<file path="config.mk">
export PLATFORM = sky130hd
export DESIGN_NAME = fp8_bf16_deint
export DESIGN_NICKNAME = d
export VERILOG_FILES = /design/src/rtl/fp8cvt_pkg.sv /design/src/rtl/fp8_unpack.sv /design/src/rtl/bf16_scale_pack.sv /design/src/rtl/fp8_lane_array.sv /design/src/rtl/fp8_bf16_deint.sv
export SDC_FILE = /design/constraint.sdc
export NUM_CORES = 1
export LEC_CHECK = 0
export ABC_AREA = 1
export BUFFER_PORTS_ARGS = -buffer_cell sky130_fd_sc_hd__buf_4
export CORE_MARGIN = 1
export CORE_UTILIZATION = 41
export DETAILED_ROUTE_END_ITERATION = 8
export MAX_ROUTING_LAYER = met4
export PLACE_DENSITY = 0.62
export SYNTH_ARGS = -nofsm -noshare
export SYNTH_HDL_FRONTEND = slang
export SYNTH_SLANG_ARGS = --single-unit
</file>
<file path="constraint.sdc">
create_clock -name clk -period 1.7 [get_ports clk]
set_input_delay 0.34 -clock clk [delete_from_list [all_inputs] [get_ports clk]]
set_output_delay 0.34 -clock clk [all_outputs]
set_load 0.01 [all_outputs]
</file>
<file path="src/rtl/fp8cvt_pkg.sv">
package fp8cvt_pkg;

  localparam int SCALE_W  = 6;
  localparam int EXP_W    = 7;    // signed unbiased exponent width, two's complement
  localparam int FRAC_W   = 3;    // common fraction width after alignment
  localparam int BF_BIAS  = 127;
  localparam logic [15:0] BF_QNAN = 16'h7FC0;

  typedef enum logic {
    FMT_E5M2 = 1'b0,
    FMT_E4M3 = 1'b1
  } fp8_fmt_e;

  typedef enum logic [1:0] {
    CLS_ZERO   = 2'd0,
    CLS_FINITE = 2'd1,
    CLS_INF    = 2'd2,
    CLS_NAN    = 2'd3
  } fp8_cls_e;

  typedef struct packed {
    logic [SCALE_W-1:0] scale;
    fp8_fmt_e           fmt;
  } cvt_ctrl_t;

  typedef struct packed {
    logic              sign;
    fp8_cls_e          cls;
    logic [EXP_W-1:0]  exp_unb;
    logic [FRAC_W-1:0] frac;
  } fp8_norm_t;

endpackage

</file>
<file path="src/rtl/fp8_unpack.sv">
module fp8_unpack
  import fp8cvt_pkg::*;
(
  input  logic [7:0] code,
  input  fp8_fmt_e   fmt,
  output fp8_norm_t  norm
);

  logic [4:0]        efield;
  logic [FRAC_W-1:0] m3;
  logic              exp_full;
  logic              has_inf;
  logic              nan_hit;
  logic [EXP_W-1:0]  bias;
  logic [EXP_W-1:0]  emin;
  logic [1:0]        lead;
  logic [FRAC_W-1:0] sub_frac;
  logic [EXP_W-1:0]  sub_exp;

  // Field split per layout; mantissa aligned to a common 3-bit fraction
  always_comb begin
    if (fmt == FMT_E5M2) begin
      efield   = code[6:2];
      m3       = {code[1:0], 1'b0};
      exp_full = (code[6:2] == 5'h1F);
      has_inf  = 1'b1;
      nan_hit  = exp_full && (code[1:0] != 2'b00);
      bias     = EXP_W'(15);
      emin     = EXP_W'(-14);
    end else begin
      efield   = {1'b0, code[6:3]};
      m3       = code[2:0];
      exp_full = (code[6:3] == 4'hF);
      has_inf  = 1'b0;
      nan_hit  = (code[6:0] == 7'h7F);
      bias     = EXP_W'(7);
      emin     = EXP_W'(-6);
    end
  end

  // Leading-one position of a subnormal mantissa
  always_comb begin
    if (m3[2])      lead = 2'd2;
    else if (m3[1]) lead = 2'd1;
    else            lead = 2'd0;
  end

  always_comb begin
    sub_frac = m3 << (2'd3 - {1'b0, lead});
    sub_exp  = emin - EXP_W'(3) + EXP_W'(lead);
  end

  always_comb begin
    norm.sign    = code[7];
    norm.cls     = CLS_FINITE;
    norm.exp_unb = {2'b00, efield} - bias;
    norm.frac    = m3;
    if (nan_hit) begin
      norm.cls = CLS_NAN;
    end else if (exp_full && has_inf) begin
      norm.cls = CLS_INF;
    end else if (efield == 5'd0) begin
      if (m3 == '0) begin
        norm.cls = CLS_ZERO;
      end else begin
        norm.exp_unb = sub_exp;
        norm.frac    = sub_frac;
      end
    end
  end

endmodule

</file>
<file path="src/rtl/bf16_scale_pack.sv">
module bf16_scale_pack
  import fp8cvt_pkg::*;
(
  input  fp8_norm_t          norm,
  input  logic [SCALE_W-1:0] scale,
  output logic [15:0]        bf
);

  localparam int SUM_W = 10;

  logic [SUM_W-1:0] biased;

  // Exact: smallest finite result keeps the biased exponent well above zero
  always_comb begin
    biased = {{(SUM_W-EXP_W){norm.exp_unb[EXP_W-1]}}, norm.exp_unb}
             + SUM_W'(BF_BIAS)
             - {{(SUM_W-SCALE_W){1'b0}}, scale};
  end

  always_comb begin
    unique case (norm.cls)
      CLS_ZERO:   bf = {norm.sign, 15'd0};
      CLS_INF:    bf = {norm.sign, 8'hFF, 7'd0};
      CLS_NAN:    bf = BF_QNAN;
      default:    bf = {norm.sign, biased[7:0], norm.frac, {(7-FRAC_W){1'b0}}};
    endcase
  end

  always_comb begin
    if (bf[14:7] == 8'hFF && bf[6:0] != 7'd0) begin
      AST_NAN_CANON: assert (bf == BF_QNAN);
    end
    if (bf[14:7] == 8'h00) begin
      AST_NO_SUBNORM_OUT: assert (bf[6:0] == 7'd0);
    end
  end

endmodule

</file>
<file path="src/rtl/fp8_lane_array.sv">
module fp8_lane_array
  import fp8cvt_pkg::*;
#(
  parameter int VEC_W = 128
) (
  input  logic [VEC_W-1:0] vec,
  input  cvt_ctrl_t        ctrl,
  output logic [VEC_W-1:0] even_vec,
  output logic [VEC_W-1:0] odd_vec
);

  localparam int PAIRS = VEC_W / 16;

  for (genvar p = 0; p < PAIRS; p++) begin : g_pair
    for (genvar h = 0; h < 2; h++) begin : g_half
      fp8_norm_t   nrm;
      logic [15:0] word;

      fp8_unpack u_unpack (
        .code (vec[16*p + 8*h +: 8]),
        .fmt  (ctrl.fmt),
        .norm (nrm)
      );

      bf16_scale_pack u_pack (
        .norm  (nrm),
        .scale (ctrl.scale),
        .bf    (word)
      );

      if (h == 0) begin : g_even
        assign even_vec[16*p +: 16] = word;
      end else begin : g_odd
        assign odd_vec[16*p +: 16] = word;
      end
    end
  end

endmodule

</file>
<file path="src/rtl/fp8_bf16_deint.sv">
module fp8_bf16_deint
  import fp8cvt_pkg::*;
#(
  parameter int VEC_W = 128
) (
  input  logic               clk,
  input  logic               rst_n,
  input  logic               in_valid,
  output logic               in_ready,
  input  logic [VEC_W-1:0]   in_vec,
  input  logic               in_variant,
  input  logic [SCALE_W-1:0] scale_a,
  input  logic               fmt_a,
  input  logic [SCALE_W-1:0] scale_b,
  input  logic               fmt_b,
  output logic               out_valid,
  input  logic               out_ready,
  output logic [VEC_W-1:0]   out_even,
  output logic [VEC_W-1:0]   out_odd
);

  cvt_ctrl_t        sel_ctrl;
  logic [VEC_W-1:0] cvt_even;
  logic [VEC_W-1:0] cvt_odd;
  logic             take;

  always_comb begin
    if (in_variant) begin
      sel_ctrl.scale = scale_b;
      sel_ctrl.fmt   = fp8_fmt_e'(fmt_b);
    end else begin
      sel_ctrl.scale = scale_a;
      sel_ctrl.fmt   = fp8_fmt_e'(fmt_a);
    end
  end

  fp8_lane_array #(.VEC_W(VEC_W)) u_lanes (
    .vec      (in_vec),
    .ctrl     (sel_ctrl),
    .even_vec (cvt_even),
    .odd_vec  (cvt_odd)
  );

  assign in_ready = !out_valid || out_ready;
  assign take     = in_valid && in_ready;

  always_ff @(posedge clk or negedge rst_n) begin
    if (!rst_n) begin
      out_valid <= 1'b0;
    end else if (in_ready) begin
      out_valid <= in_valid;
    end
  end

  always_ff @(posedge clk or negedge rst_n) begin
    if (!rst_n) begin
      out_even <= '0;
      out_odd  <= '0;
    end else if (take) begin
      out_even <= cvt_even;
      out_odd  <= cvt_odd;
    end
  end

  AST_ACCEPT_VALID: assert property (@(posedge clk) disable iff (!rst_n)
    in_valid && in_ready |=> out_valid);
  AST_DRAIN_EMPTY: assert property (@(posedge clk) disable iff (!rst_n)
    out_valid && out_ready && !in_valid |=> !out_valid);
  AST_HOLD_STALL: assert property (@(posedge clk) disable iff (!rst_n)
    out_valid && !out_ready |=> out_valid && $stable(out_even) && $stable(out_odd));
  AST_STALL_BLOCKS: assert property (@(posedge clk) disable iff (!rst_n)
    out_valid && !out_ready |-> !in_ready);
  AST_RESET_IDLE: assert property (@(posedge clk)
    !rst_n |=> !out_valid);

endmodule

</file>
Word level (Yosys, flattened, before mapping)
Cells that the tools add are included.

word-level totals
  bits in registers = 257
  bits in latches = 0
  memory bits (writable) = 0
  memory bits (read-only) = 0
  output and inout bits = 258
  word-level logic and storage cells = 507
  memories = 0

operators by class
  add/subtract/negate cells = 81
  $mul = 0
  divide/modulo/power cells = 0
  magnitude comparators = 0
  eq/ne operators = 80
  shift-type cells = 16
  muxes and demuxes = 228
  bitwise operators = 0
  reduce and logical (&&, ||, !) cells = 99

operators by type and width
  cell                 number
  $pmux 16 s3          16
  $mux 10              48
  $mux 12              16
  $add 7x8->8 const B  16
  $sub 8x6->8          16
  $eq 7x7->1 const B   16
  $add 7x2->7          15
  $mux 2               48
  $sub 5x7->7          12
  $eq 5x5->1 const B   16
  $logic_not 5->1      16
  $mux 5               16
  $mux 1               65
  $eq 2x2->1 const B   32
  $eq 4x4->1 const B   16
  $logic_not 3->1      16
  $mux 3               16
  $shl 3x3->3          16
  $sub 2x2->3 const A  16
  $logic_and 1x1->1    33
  $logic_not 2->1      16
  $reduce_bool 2->1    16
  $sub 5x4->6          4
  $mux 4               2
  other kinds (5)      5

Longest topological paths before layout
Gate-level depths: netlist of the first run.

  depth in word-level cells = 13
  mapped depth = 27
  gate-level depth less buffers = 23

Modules after synthesis
A second synthesis of the first run with hierarchy kept.

second synthesis, totals
  cells, all modules = 4048
  area, all modules = 25994.9 µm²

modules (own cells, without submodules)
  module                                                     instances  cells an instance  area each (µm²)  sequential area each (µm²)
  fp8_bf16_deint                                             1          1136               10209.8          6431.2
  fp8_unpack                                                 16         103                516.7            0.0
  bf16_scale_pack at u_lanes.g_pair[0].g_half[0].u_pack ...  8          79                 471.7            0.0
  bf16_scale_pack at u_lanes.g_pair[3].g_half[1].u_pack ...  8          79                 467.9            0.0

Worst setup path after synthesis of the first run
No wires, ideal clock.

  kind = input to register
  start point = input port in_variant
  end point = register out_odd[126]
  data arrival time = 3479 ps
  path slack = -1857 ps
  stages = 26
  cells stage by stage = buf_6 inv_4 nand2_4 nand2_4 buf_6 buf_8 buf_6 nand2_1 o21ai_1 ha_1 nand2_2 nor2_2 nand2_2 nor2_4 nand2_1 o21ai_0 inv_1 ha_1 ha_1 inv_1 fa_1 o21ai_0 a21oi_1 o21bai_1 nand2_1 a21oi_1

between the ends
  word-level cells in the longest chain between the ends = 12
  elaborated cells between the ends (all ways) = 29
  those cells by class = 5 x add/sub; 2 x eq/ne; 18 x mux; 4 x reduce/logical

ends and longest elaborated chain
  what                                                                  line                   source
  start: declaration                                                    fp8_bf16_deint.sv:11   input logic in_variant,
  $mux 7 (*)                                                            fp8_bf16_deint.sv:28   if (in_variant) begin
  parallel branches: the longest is 10 deep, another holds $add 7x8->8  n/a
  $pmux 16 s3 (*)                                                       bf16_scale_pack.sv:21  unique case (norm.cls)
  end signal: assignment                                                fp8_bf16_deint.sv:61   out_odd <= cvt_odd;
  end: declaration                                                      fp8_bf16_deint.sv:19   output logic [VEC_W-1:0] out_odd

Every way passes the cells marked *.
A chain may end at the register's enable or synchronous reset.

Worst setup path in the final report of the first run
  start point = input port in_variant
  end point = register out_even[107]

between the ends
  word-level cells in the longest chain between the ends = 12
  elaborated cells between the ends (all ways) = 29
  those cells by class = 5 x add/sub; 2 x eq/ne; 18 x mux; 4 x reduce/logical

ends and longest elaborated chain
  what                                                                  line                   source
  $mux 7 (*)                                                            fp8_bf16_deint.sv:28
  parallel branches: the longest is 10 deep, another holds $add 7x8->8  n/a
  $pmux 16 s3 (*)                                                       bf16_scale_pack.sv:21
  end signal: assignment                                                fp8_bf16_deint.sv:60   out_even <= cvt_even;
  end: declaration                                                      fp8_bf16_deint.sv:18   output logic [VEC_W-1:0] out_even,

Marked as above.

==> run_results.csv, run 1 <==
group,metric,value,unit
critical_path,path_class,"primary input to flop",
critical_path,endpoint,"out_even[107]",
global_route,first_global_vias,20700,
critical_path,reg2reg_from,"out_valid",
floorplanning,io_pins,405,
placement,place_hpwl,50500,microns
route,dr.max_layer_used,"met4",
synthesis,yosys.area_share.simple,31.4,%
route,wl_per_cell,17.0,microns
critical_path,r2r_setup_slack,10,ps
clocking,clk_pin_slew,80,ps
route,wirelength,72500,microns
min_path,hold_class,"primary input to flop",
run_status,violations,"setup timing",
synthesis,ys.flop_type,"dfrtp_1",
route,drtIter0Drc,1357,
synthesis,syn-cell-area,18900,sq um
critical_path,worst_r2r_endpoint,"out_odd[36]",
synthesis,synth_top_area_share,25.6,%
synthesis,yosysMostFrequentCell,"nand2_1",
route,wl_met2,36000,microns
clocking,cts_tree,"done",
global_route,grt_usage,28.5,%
sta,drv_slew,0,
critical_path,rr_worst_depth,6,
floorplanning,die_y,216,microns
floorplanning,design.core.area,45400,sq um
synthesis,synth_mux_area_share,0.318,%
sta,max_freq,361,MHz
route,final_antenna_net_count,0,
synthesis,avgSynthCellArea,6.94,sq um
placement,dpl_cell_area,26600,sq um
synthesis,ys_async_sr_fraction,100,%
sta,tightest_slew,757,ps
synthesis,ys_seq_elements,193,
synthesis,synthAdderAreaFrac,15.7,%
power_and_ir_drop,peakVddDrop,636,uV
clocking,cts_buffers,17,
critical_path,cp-start-kind,"primary input",
synthesis,synthTopCellsByArea,"dfrtp_1 (26%), nand2_1 (15%), ha_1 (14%), inv_1 (6.6%), a21oi_1 (5.6%)",
critical_path,crit_path_start,"in_variant",
sta,rsz0062_at_grt,"true",
synthesis,synth_compound_area_share,12.2,%
synthesis,synth_edf_count,0,
sta,finalCritPeriodShare,163,%
route,wl_met3,4140,microns
synthesis,ys_warn_count,0,
power_and_ir_drop,power.density,877,nW/um^2
global_route,grt_overflow_total,0,
clocking,cts.path.max_buffers,2,
synthesis,synth_top_family_by_area,"simple AND/OR/NAND/NOR gates",
clocking,htreeDepth,4,
floorplanning,initial_core_util,41.6,%
global_route,grt_max_degree,49,
clocking,clock_latency,520,ps
synthesis,synth_xor_area_share,3.34,%
critical_path,required,2160,ps
global_route,grt_pass1_wl,103000,microns
route,vias_per_cell,5.12,
route,first_pass_iters,8,
global_route,antenna_found_initial,5,
sta,timing.final.hold_violations,0,
placement,place_ws,-1640,ps
synthesis,syn_inst,2719,
critical_path,cp-end-kind,"flop",
critical_path,critPathArrivalTime,3230,ps
layout,finalInstanceArea,32000,sq um
route,wl_met1,29900,microns
synthesis,yosysTopAreaCell,"dfrtp_1",
floorplanning,die_w,216,microns
route,via_count,21900,
sta,worst_slack,-1070,ps
run_status,status,"finished with violations",
floorplanning,die_area,46900,sq um
placement,gp_congestion,0.964,
sta,slew_headroom,49.3,%
floorplanning,rows,78,
synthesis,yosysSeqAreaShare,25.6,%
job,maxCapViolations,0,
route,route.detailed.drc,0,
layout,area_delta_synth_final,69.7,%
clocking,cts.sinks,193,
sta,finClkSkew,12.0,ps
clocking,root_buffer,"clkbuf_16",
critical_path,crit_fanout,8,
sta,setup_viol,127,
synthesis,synthTopCellsByCount,"nand2_1 (738), inv_1 (333), nor2_1 (244), a21oi_1 (212), ha_1 (211)",
sta,period_needed,2770,ps
layout,drive_above_1_share,49.7,%
layout,nets,4027,
placement,port_buffers,340,
power_and_ir_drop,p_leak,16.3,nW
synthesis,synthDistinctLibCells,46,
[cells by family (layout without fill, tap and decap cells)]
logic type | after synthesis | count (layout)
mux | 6 | 6
xor+xnor | 72 | 72
fa+ha+maj | 227 | 227
flops | 193 | 193
compound gates | 429 | 429
simple gates | 1328 | 1330
other cells | 1 | 70
buf+inv | 463 | 1345
[through the flow]
stage / hold slack, ps / setup TNS (ps) / total power, mW / util (%) / cells
after floorplan: 44.4 / -127540 / 14.0 / - / 2782
after detailed placement: 316 / -185670 / 19.8 / 58.6 / 4112
after CTS: 11.7 / -81080 / 25.2 / 62.4 / 4181
after global placement: 310 / -177870 / 19.6 / 58.6 / 4112
after global routing: 37.7 / -103700 / 29.8 / 70.5 / 4271
final: 40.3 / -90710 / 28.1 / 70.5 / 4272
[layer usage]
| metal | track usage [%] | vias up |
|---|---|---|
| met5 | - | - |
| met4 | 9.65 | 0 |
| met3 | 5.40 | 144 |
| met2 | 47.0 | 634 |
| met1 | 34.9 | 10500 |
| li1 | - | 10600 |
[registers in the layout (all words and copies together) (netlist names)]
name       flops
out_even      96
out_odd       96
out_valid      1
[where the power goes]
| part | switching [mW] | leakage, nW | internal, mW |
|---|---|---|---|
| registers | 0.859 | 2.23 | 5.84 |
| logic | 8.40 | 13.7 | 8.38 |
| clock network | 2.20 | 0.301 | 2.40 |
| total | 11.5 | 16.3 | 16.6 |
[placed cells by master, fill, tap and decap left out, drive strengths merged, types with 2 or more instances in the layout]
master    instances
buf             965
nand3           182
o21ai           157
nand2           762
o21bai           19
o21a             15
nand3b           11
conb             64
clkinv            2
a21boi            2
a21o             15
ha              211
or2              10
a21oi           212
xor2             25
nor3             20
diode             6
a31oi             5
o211ai            4
clkinvlp          4
dfrtp           193
inv             346
nand4            53
bufinv            3
xnor2            47
fa               16
clkbuf           24
mux2i             6
nor2            291
[critical path: stages]
cell     delay (ps)
buf_12          120
inv_8            60
nand2_8          80
nand2_8         120
buf_12          130
buf_8           130
nand2_2          60
o21ai_2          60
inv_1            50
or2_1           240
inv_1            70
ha_1            210
or2_0           210
o21ai_1          80
ha_1            270
ha_4            260
a21o_1          190
a31oi_2         180
xnor2_1         140
nand2_1          80
a21oi_2         120
[what timing repair did]
item | CTS | global route
pin swaps | 70 | 383
hold buffers | 1 | 0
endpoints found under the setup margin | 129 | 141
hold endpoints to repair | 32 | 0
setup buffers | 29 | 91
cloned | 7 | 8
resized for setup | 162 | 715
[worst min-delay path by stage]
stage / startpoint / to / slack [ps] / cells past startpoint
after floorplan: rst_n / out_even[100] / 40 / 0
after global placement: rst_n / out_odd[29] / 310 / 1
after detailed placement: rst_n / out_odd[29] / 320 / 1
after CTS: in_vec[79] / out_odd[79] / 10 / 3
after global routing: in_vec[55] / out_even[63] / 40 / 3
final: in_vec[79] / out_odd[79] / 40 / 3
[area by class of cell]
type,count,area [sq um]
diodes,6,15.0
clock buffers,18,439
clock inverters,14,193
fillers,3510,13400
inverters,341,1300
multi-input cells,2128,16100
flip-flops and latches,193,4830
well taps,600,751
repair buffers,972,8390
Power figures use the tool's default switching activity.
==> run 2, diff against run 1 <==
==> constraint.sdc (replaced) <==
create_clock -name clk -period 2.9 [get_ports clk]
set_input_delay 0.58 -clock clk [delete_from_list [all_inputs] [get_ports clk]]
set_output_delay 0.58 -clock clk [all_outputs]
set_load 0.01 [all_outputs]
==> run 2 against run 1 <==
  * The run still ends with setup timing left
  * Die area stayed put
  * Cell area is 10% lower
  * Setup slack improved by 950 ps
  * Cell count fell by 4.0%
  * Critical path depth grew 2
  * Non-clock buffer count down 164
  * Largest power group unchanged
  * Sequential share of layout area grew 1.7 points
  * Sequential cell count unchanged
  * Sequential power shrank 41%
  * Power is 45% lower
  * Critical endpoint is now out_odd[46]
  * Via count shrank 4.7%
==> run_results.csv, run 2 (synthesized netlist as in run 1, its figures left out) <==
group,metric,value,unit
floorplanning,rows,78,
sta,fin_tns_setup,-1490,ps
run_status,status,"finished with violations",
layout,drive_above_1_share,39.7,%
clocking,clk_pin_slew,80,ps
global_route,grt_pass1_wl,101000,microns
sta,period_needed,3010,ps
route,first_pass_iters,6,
layout,final_cells,4102,
critical_path,path_cells,"buf_12 -> inv_8 -> buf_6 -> nand2_4 -> nand2_8 -> bufbuf_16 -> nor2_1 -> inv_1 -> o21ai_2 -> inv_1 -> nor2_2 -> buf_4 -> nand2_1 -> nand2_1 -> ha_1 -> ha_2 -> inv_1 -> fa_2 -> o21ai_4 -> a21oi_1 -> o21bai_1 -> nand2_1 -> a21oi_2",
floorplanning,initial_core_util,41.6,%
global_route,grt_overflow_total,0,
layout,area_delta_synth_final,52.2,%
run_status,violations,"setup timing",
global_route,grt_max_degree,73,
critical_path,cp-start-kind,"primary input",
power_and_ir_drop,p_int,9.12,mW
clocking,htreeDepth,4,
power_and_ir_drop,p_seq_share,25.7,%
power_and_ir_drop,pwr-share-comb,56.6,%
route,wirelength,67700,microns
floorplanning,die_w,216,microns
sta,max_freq,332,MHz
critical_path,reg2reg_from,"out_valid",
power_and_ir_drop,power.density,533,nW/um^2
clocking,clock_latency,510,ps
critical_path,required,3330,ps
global_route,antenna_found_initial,1,
clocking,cts.path.max_buffers,2,
critical_path,critPathArrivalTime,3450,ps
floorplanning,die_y,216,microns
floorplanning,die_area,46900,sq um
critical_path,rr_worst_depth,6,
route,wl_per_cell,16.5,microns
route,drtIter0Drc,1228,
placement,place_inst,4022,
route,vias_per_cell,5.09,
power_and_ir_drop,p_leak,15.0,nW
route,via_count,20900,
route,final_antenna_net_count,0,
critical_path,endpoint,"out_odd[46]",
critical_path,cp_slowest_stage_delay,370,ps
critical_path,cp-end-kind,"flop",
power_and_ir_drop,p_clk_share,17.7,%
critical_path,cpMaxStageDelayCell,"fa_2",
sta,setup_viol,35,
sta,finalCritPeriodShare,104,%
power_and_ir_drop,switchingPower,6.19,mW
critical_path,crit_path_start,"in_variant",
sta,worst_slack,-114,ps
floorplanning,design.core.area,45400,sq um
layout,nets,3862,
job,maxCapViolations,0,
critical_path,worst_r2r_endpoint,"out_even[5]",
placement,dpl_cell_area,25700,sq um
layout,finalInstanceArea,28700,sq um
global_route,first_global_vias,19800,
route,route.detailed.drc,0,
sta,tightest_slew,746,ps
placement,place_ws,-676,ps
min_path,hold_class,"primary input to flop",
floorplanning,io_pins,405,
layout,nFillCells,4030,
clocking,cts_buffers,17,
critical_path,r2r_setup_slack,850,ps
global_route,grt_usage,28.2,%
critical_path,crit_fanout,11,
clocking,cts.sinks,193,
sta,finClkSkew,7.94,ps
sta,drv_slew,0,
clocking,cts_tree,"done",
power_and_ir_drop,peakVddDrop,384,uV
sta,slew_headroom,49.8,%
critical_path,path_class,"primary input to flop",
layout,reg.largest.list,"out_even x96, out_odd x96, out_valid x1",
clocking,root_buffer,"clkbuf_16",
sta,timing.final.hold_violations,0,
power_and_ir_drop,switching_share,40.4,%
sta,rsz0062_at_grt,"true",
placement,gp_congestion,0.954,
layout,fin_util,63.2,%
placement,port_buffers,340,
layout,final_cell_mix,"buf_4 (736), nand2_1 (630), inv_1 (300)",
placement,place_hpwl,50200,microns
layout,mostFrequentLayoutCell,"buf_4",
-- run 2: cell types whose count changed in the layout (fill, tap and decap cells not counted), sizes merged, moves of 2 or more --
cell / previous run / this run
buf: 965 / 801
diode: 6 / 1
clkbuf: 24 / 22
clkinv: 2 / 4
clkinvlp: 4 / 2
-- run 2: how the worst min path moves through the flow --
stage / depth (start not counted) / slack, ps / startpoint / endpoint
4_1_cts: 3 / 250 / in_vec[103] / out_even[111]
5_1_grt: 3 / 270 / in_vec[111] / out_odd[111]
6_report: 3 / 290 / in_vec[103] / out_even[111]
3_3_place_gp: 2 / 470 / out_odd[63] / out_odd[63]
2_1_floorplan: 0 / 280 / rst_n / out_even[100]
3_5_place_dp: 2 / 470 / out_even[117] / out_even[117]
-- run 2: worst max-delay path, delay by kind of cell --
family | cells | cell delay, ps
buf+inv | 8 | 910
fa+ha+maj | 3 | 840
compound gates | 5 | 600
simple gates | 7 | 510
-- run 2: metal layers --
metal / GRT usage, % / share of wire [%] / vias up
met2: 46.3 / 49 / 536
met1: 34.8 / 43 / 9946
li1: - / - / 10300
met4: 10.3 / 3.5 / 0
met3: 4.93 / 4.2 / 117
met5: - / 0 / -
-- run 2: layout make-up --
| type | count | area, sq um | area share, % |
|---|---|---|---|
| diodes | 1 | 2.50 | 0.00872 |
| well taps | 600 | 751 | 2.62 |
| multi-input cells | 2127 | 14500 | 50.5 |
| inverters | 341 | 1300 | 4.52 |
| clock inverters | 15 | 205 | 0.715 |
| clock buffers | 17 | 425 | 1.48 |
| repair buffers | 808 | 6710 | 23.4 |
| flip-flops and latches | 193 | 4830 | 16.8 |
-- run 2: through the flow --
stage	hold slack [ps]	total power, mW
6_report	286	15.3
5_1_grt	269	16.4
4_1_cts	249	14.4
3_5_place_dp	468	11.5
3_3_place_gp	466	11.4
2_1_floorplan	284	8.18
-- run 2: power by group through the flow --
stage	combinational [mW]	sequential (mW)	clock (mW)
floorplan	3.98	4.20	0
global placement	7.46	3.97	0
detailed placement	7.58	3.97	0
CTS	7.70	3.94	2.79
global route	9.49	4.01	2.88
finish	8.66	3.94	2.71
-- run 2: repair_timing --
| action | CTS | global route |
|---|---|---|
| hold buffers | 1 | 0 |
| pin swaps | 9 | 157 |
| cloned | 3 | 4 |
| resized for setup | 32 | 425 |
| setup endpoints to repair | 40 | 89 |
| endpoints found under the hold margin | 36 | 0 |
| buffers inserted | 1 | 38 |
